**src/rtl/mtr_pkg.sv**
```systemverilog
package mtr_pkg;
  typedef enum logic [1:0] {
    MODE_SCAN = 2'b00,
    MODE_GEN  = 2'b01,
    MODE_SIG  = 2'b10,
    MODE_FUNC = 2'b11
  } mode_e;

  typedef struct packed {
    logic loadPar;   // capture parallel input
    logic shiftScan; // serial shift
    logic runFb;     // polynomial feedback step
    logic mixIn;     // fold parallel input into feedback
  } strobe_t;
endpackage

```
**src/rtl/mtr_ctrl.sv**
```systemverilog
module mtr_ctrl
  import mtr_pkg::*;
(
  input  logic    modeHi,
  input  logic    modeLo,
  output strobe_t stb
);
  mode_e modeSel;

  assign modeSel = mode_e'({modeHi, modeLo});

  // role decode
  always_comb begin
    stb = '0;
    case (modeSel)
      MODE_FUNC: stb.loadPar = 1'b1;
      MODE_SCAN: stb.shiftScan = 1'b1;
      MODE_GEN:  stb.runFb = 1'b1;
      MODE_SIG: begin
        stb.runFb = 1'b1;
        stb.mixIn = 1'b1;
      end
      default: stb = '0;
    endcase
  end
endmodule

```
**src/rtl/mtr_path.sv**
```systemverilog
module mtr_path
  import mtr_pkg::*;
#(
  parameter int N = 8
) (
  input  logic         clk,
  input  strobe_t      stb,
  input  logic [N-1:0] parIn,
  input  logic         serIn,
  output logic [N-1:0] state
);
  localparam int LAST = N - 1;

  logic [N-1:0] stepVal;
  logic [N-1:0] mixVal;
  logic [N-1:0] nextVal;

  // Modular divider by 1 + x + x^N: taps at stage 0 and stage 1
  generate
    for (genvar i = 0; i < N; i++) begin : g_stage
      if (i == 0) begin : g_wrap
        assign stepVal[i] = state[LAST];
      end else if (i == 1) begin : g_tap
        assign stepVal[i] = state[0] ^ state[LAST];
      end else begin : g_pass
        assign stepVal[i] = state[i-1];
      end
    end
  endgenerate

  assign mixVal = stb.mixIn ? parIn : '0;

  always_comb begin
    if (stb.loadPar)        nextVal = parIn;
    else if (stb.shiftScan) nextVal = {state[LAST-1:0], serIn};
    else if (stb.runFb)     nextVal = stepVal ^ mixVal;
    else                    nextVal = state;
  end

  always_ff @(posedge clk) state <= nextVal;

  // History guard for assertions: no reset exists, so wait one edge
  logic histOk = 1'b0;
  always_ff @(posedge clk) histOk <= 1'b1;

  a_r2_scan_shift: assert property (@(posedge clk) disable iff (!histOk)
    stb.shiftScan |=> (state[0] == $past(serIn)) && (state[LAST:1] == $past(state[LAST-1:0])));

  a_r3_func_load: assert property (@(posedge clk) disable iff (!histOk)
    stb.loadPar |=> state == $past(parIn));

  a_r4_gen_rotate: assert property (@(posedge clk) disable iff (!histOk)
    (stb.runFb && !stb.mixIn) |=> (state[0] == $past(state[LAST]))
      && (state[1] == ($past(state[0]) ^ $past(state[LAST]))));

  a_r5_sig_fold: assert property (@(posedge clk) disable iff (!histOk)
    (stb.runFb && stb.mixIn) |=> state[0] == ($past(state[LAST]) ^ $past(parIn[0])));

  a_r7_zero_lock: assert property (@(posedge clk) disable iff (!histOk)
    (stb.runFb && !stb.mixIn && state == '0) |=> state == '0);
endmodule

```
**src/rtl/modal_test_reg.sv**
```systemverilog
module modal_test_reg
  import mtr_pkg::*;
#(
  parameter int N = 8
) (
  input  logic         clk,
  input  logic         b1,
  input  logic         b2,
  input  logic [N-1:0] d,
  input  logic         si,
  output logic [N-1:0] q,
  output logic         so
);
  strobe_t stb;

  mtr_ctrl u_ctrl (
    .modeHi (b1),
    .modeLo (b2),
    .stb    (stb)
  );

  mtr_path #(.N(N)) u_path (
    .clk   (clk),
    .stb   (stb),
    .parIn (d),
    .serIn (si),
    .state (q)
  );

  // serial output is the last stage in every mode
  assign so = q[N-1];
endmodule

```
**config.mk**
```make
export PLATFORM = sky130hd
export DESIGN_NAME = modal_test_reg
export DESIGN_NICKNAME = d
export VERILOG_FILES = /design/src/rtl/mtr_pkg.sv /design/src/rtl/mtr_ctrl.sv /design/src/rtl/mtr_path.sv /design/src/rtl/modal_test_reg.sv
export SDC_FILE = /design/constraint.sdc
export NUM_CORES = 1
export LEC_CHECK = 0
export BUFFER_PORTS_ARGS = -buffer_cell sky130_fd_sc_hd__buf_4
export CAP_MARGIN = 20
export CORE_AREA = 2 2 39 41
export CTS_BUF_LIST = sky130_fd_sc_hd__clkbuf_4 sky130_fd_sc_hd__clkbuf_8
export DETAILED_ROUTE_END_ITERATION = 16
export DIE_AREA = 0 0 41 43
export GPL_TIMING_DRIVEN = 0
export PLACE_DENSITY = 0.73
export SETUP_SLACK_MARGIN = 0.02
export SYNTH_ARGS = -nofsm -noshare
export SYNTH_HDL_FRONTEND = slang
export SYNTH_HIERARCHICAL = 1
export SYNTH_SLANG_ARGS = --single-unit
export TNS_END_PERCENT = 1
```
**constraint.sdc**
```tcl
create_clock -name clk -period 2.4 [get_ports clk]
set_input_delay 0.24 -clock clk [delete_from_list [all_inputs] [get_ports clk]]
set_output_delay 0.24 -clock clk [all_outputs]
set_load 0.02 [all_outputs]
```
Word-level counts from Yosys, hierarchy flattened
Cells that the tools add are included.
{"block": "totals", "regBits": 8, "input_bits": 12, "output_inout_bits": 9, "elab_cells": 17}
{"block": "classes", "eq_ne": 3, "n_mux": 8, "n_bitwise": 2, "reduce_logical": 3}
{"operator": "8-bit 2-to-1 mux", "count": 4}
{"operator": "8-bit bitwise XOR", "count": 1}
{"operator": "2-bit == test, second input constant", "count": 2}
{"operator": "1-bit 2-to-1 mux", "count": 4}
{"operator": "3-bit nonzero test", "count": 1}
{"operator": "2-bit by 1-bit == test with 1-bit output, second input constant", "count": 1}
{"operator": "2-bit zero test", "count": 1}
{"operator": "2-bit OR reduction", "count": 1}
{"operator": "1-bit bitwise XOR", "count": 1}

Depth between registers and ports, before layout
{"block": "logic_depth", "word_depth": 7, "mapped_depth": 6, "mapped_depth_nobuf": 5}

By module
Netlist, hierarchy kept.
{"module": "mtr_path", "instances": 1, "cells_each": 48, "area_per_inst_um2": 506.7, "seq_area_each_um2": 240.2}
{"module": "mtr_ctrl", "instances": 1, "cells_each": 5, "area_per_inst_um2": 45.0, "seq_area_each_um2": 0.0}
{"module": "modal_test_reg", "instances": 1, "cells_each": 1, "area_per_inst_um2": 7.5, "seq_area_each_um2": 0.0}

Worst setup path before layout
No wires, ideal clock.
{"block": "synth_path", "path_type": "input-to-reg", "startpoint": "input port b1", "endpoint": "register u_path.state[0], enable pin", "setup_ns": 0.294, "arrival_time_ns": 1.069, "required_ns": 2.106, "slack_ns": 1.036, "stages": 4, "n_path_buf": 1, "cell_sequence": "inv_1 ha_1 buf_6 or3_1"}
{"item": "start, declared", "line_no": "modal_test_reg.sv:7", "text": "input logic b1,"}
{"item": "end signal, assigned", "line_no": "mtr_path.sv:40", "text": "always_ff @(posedge clk) state <= nextVal;"}
{"item": "end, declared", "line_no": "mtr_path.sv:10", "text": "output logic [N-1:0] state"}

Worst setup path after layout
{"block": "layout_path", "startpoint": "register u_path.state[7]", "endpoint": "output port so"}
{"item": "end, declared", "line_no": "modal_test_reg.sv:12", "text": "output logic so"}
No word-level cell between the ends.

==> flow_metrics.tcl <==
set metrics [dict create \
    reg2reg_from "u_path/state[7]$_DFFE_PP_" \
    fmax_mhz 760 \
    hold_violations 0 \
    avgSynthCellArea_um2 10.4 \
    fin_crit_ns 1.32 \
    critPathLaunchType "flop" \
    clock_latency_ns 0.25 \
    drv_cap 0 \
    multi_input_area_um2 280 \
    synthArstFlopShare 0 \
    holdPathStages 2 \
    met3_usage 0.0314 \
    vdd_ir_drop_max_uv 282 \
    clock_skew_ns 0.00238 \
    seqCellArea_um2 240 \
    ctsResizeCount 0 \
    post_drt_wl_per_cell_um 13.0 \
    firstDrtPassIters 4 \
    route.vias.total 502 \
    synth-edff-count 8 \
    synth_seq_cells 8 \
    htreeDepth 1 \
    clockBufferDepth 2 \
    synth_cells 54 \
    via_per_inst 5.40 \
    power.density_nw_per_um2 659 \
    critPathCaptureType "primary output" \
    track_usage 0.156 \
    clk_pin_slew_ns 0.06 \
    r2r_cells 3 \
    finalWirelength_um 1210 \
    setup_violations 0 \
    post-route-cell-area_um2 752 \
    holdWs_ns 0.291 \
    hold_path.class "in2reg" \
    outcome "finished, final reports clean" \
    period_share 0.548 \
    worst_slew_pin_slew_ns 0.374 \
    drt-initial-drc-count 12 \
    yosys.area.top_type "edfxtp_1" \
    die_area_um2 1760 \
    grt_pass1_wl_um 1770 \
    synth.area.top_cells "edfxtp_1 (43%), a32o_1 (8.9%), ha_1 (6.7%)" \
    drc_errors 0 \
    cts-root-buf "clkbuf_4" \
    diodes 0 \
    routabilityCongestion 0.784 \
    antenna_found_initial 0 \
    antenna_left 0 \
    largestRegisters "u_path/state x8" \
    cts_made_buffers 3 \
    busiest_layer "met2" \
    post_cts_buffers 0 \
    pre_cts_ws_ns 0.837 \
    worst-r2r-setup-slack_ns 1.15 \
    ys_seq_area_frac 0.430 \
    largest_reg_flops 8 \
    min_to "u_path/state[7]$_DFFE_PP_" \
    coreArea_um2 1380 \
    syn_area_um2 559 \
    worstPathArrival_ns 1.08 \
    rsz0062_at_grt "false" \
    fill_cells 130 \
    total_power_mw 0.496 \
    layout.nets 94 \
    synth.distinct_cells 25 \
    port_buffers 20 \
    synthTopCellsByCount "edfxtp_1 (8), nand2_1 (8), o21ai_0 (6)" \
    cts.sinks 8 \
    use_met2 0.234 \
    worstPathMaxFanout 8 \
    slew_viol_final 0 \
    fp.dieW_um 41 \
    hold_buffers 0 \
    required_ns 2.16 \
    start_util 0.404 \
    hp-start "d[7]" \
    die_y_um 43 \
    placed_cell_area_um2 729 \
    ys.flop_type "edfxtp_1" \
    drive_above_1_share 0.377 \
    hpwlAfterDp_um 916 \
    cts_tree "built" \
    num_rows 14 \
    ys_warn_count 6 \
    syn_nets 69 \
    regToRegEndpoint "u_path/state[1]$_DFFE_PP_" \
    power.leakage_nw 0.316 \
    grt_max_degree 11 \
    synth_top_area_share 0.430 \
    num_io_pins 21 \
    slew-limit-headroom 0.751 \
    grt_overflow 0 \
    crit_type "reg2out" \
    finalWorstSetupSlack_ns 1.08 \
    finalSetupTns_ns 0 \
    grt_pass1_vias 439 \
    grtUsageMet1 0.182 \
    areaGrowthSynthToFinish_pct 34.5 \
    top_register "u_path/state" \
]
[how the worst max path moves through the flow]
stage | cells past startpoint | start | slack (ns) | to
floorplan | 4 | b1 | 1.04 | u_path/state[0]$_DFFE_PP_
detailed placement | 5 | b1 | 0.84 | u_path/state[3]$_DFFE_PP_
global placement | 5 | b1 | 0.86 | u_path/state[3]$_DFFE_PP_
global route | 2 | u_path/state[7]$_DFFE_PP_ | 1.04 | so
finish | 2 | u_path/state[7]$_DFFE_PP_ | 1.08 | so
CTS | 2 | u_path/state[7]$_DFFE_PP_ | 1.08 | so
[worst max-delay path: stages (launching register included)]
cell,delay (ns)
edfxtp_1,0.50
buf_4,0.18
buf_4,0.14
[cell type report]
class / count / share of cell area
flip-flops and latches: 8 / 0.319
multi-input cells: 39 / 0.373
plain buffers: 3 / 0.0316
inverters: 4 / 0.0200
clock buffers: 3 / 0.0300
repair buffers: 20 / 0.200
well taps: 16 / 0.0266
[through the flow]
stage	utilization	instances
after global routing	0.543	93
after detailed placement	0.527	90
final	0.543	93
after global placement	0.527	90
after CTS	0.543	93
after floorplan	-	54
[layout by cell type, fill, tap and decap left out, drive strengths merged]
master	netlist	routed
mux2	1	1
nand2	8	8
o311ai	1	1
buf	3	23
a21oi	1	1
edfxtp	8	8
clkbuf	0	3
or3	1	1
nor2b	1	1
a211oi	2	2
and2b	1	1
and2	1	1
o32ai	1	1
a32o	5	5
nor3	1	1
ha	3	3
inv	4	4
nor3b	1	1
o21ai	7	7
a31oi	1	1
o211ai	1	1
nand2b	2	2
[report_power, final]
| part | internal (mW) | switching, mW | leakage [nW] |
|---|---|---|---|
| sequential | 0.191 | 0.0269 | 0.0832 |
| clock | 0.0573 | 0.0468 | 0.0138 |
| combinational | 0.0873 | 0.0864 | 0.219 |
| total | 0.336 | 0.160 | 0.316 |
[logic make-up (layout without fill, tap and decap cells)]
group	count (synthesis)	after routing	synth area share
AO/OA/AOI/OAI	19	19	0.244
adder cells (fa/ha/maj)	3	3	0.0671
flip-flops	8	8	0.430
AND/OR/NAND/NOR	16	16	0.170
multiplexers	1	1	0.0201
buffers and inverters	7	30	0.0693
[per-layer routing]
layer | wire (µm) | share of wire
met3 | 53 | 0.044
met5 | 0 | 0
met4 | 26 | 0.022
met2 | 609 | 0.50
met1 | 516 | 0.43
Power figures use the tool's default switching activity.
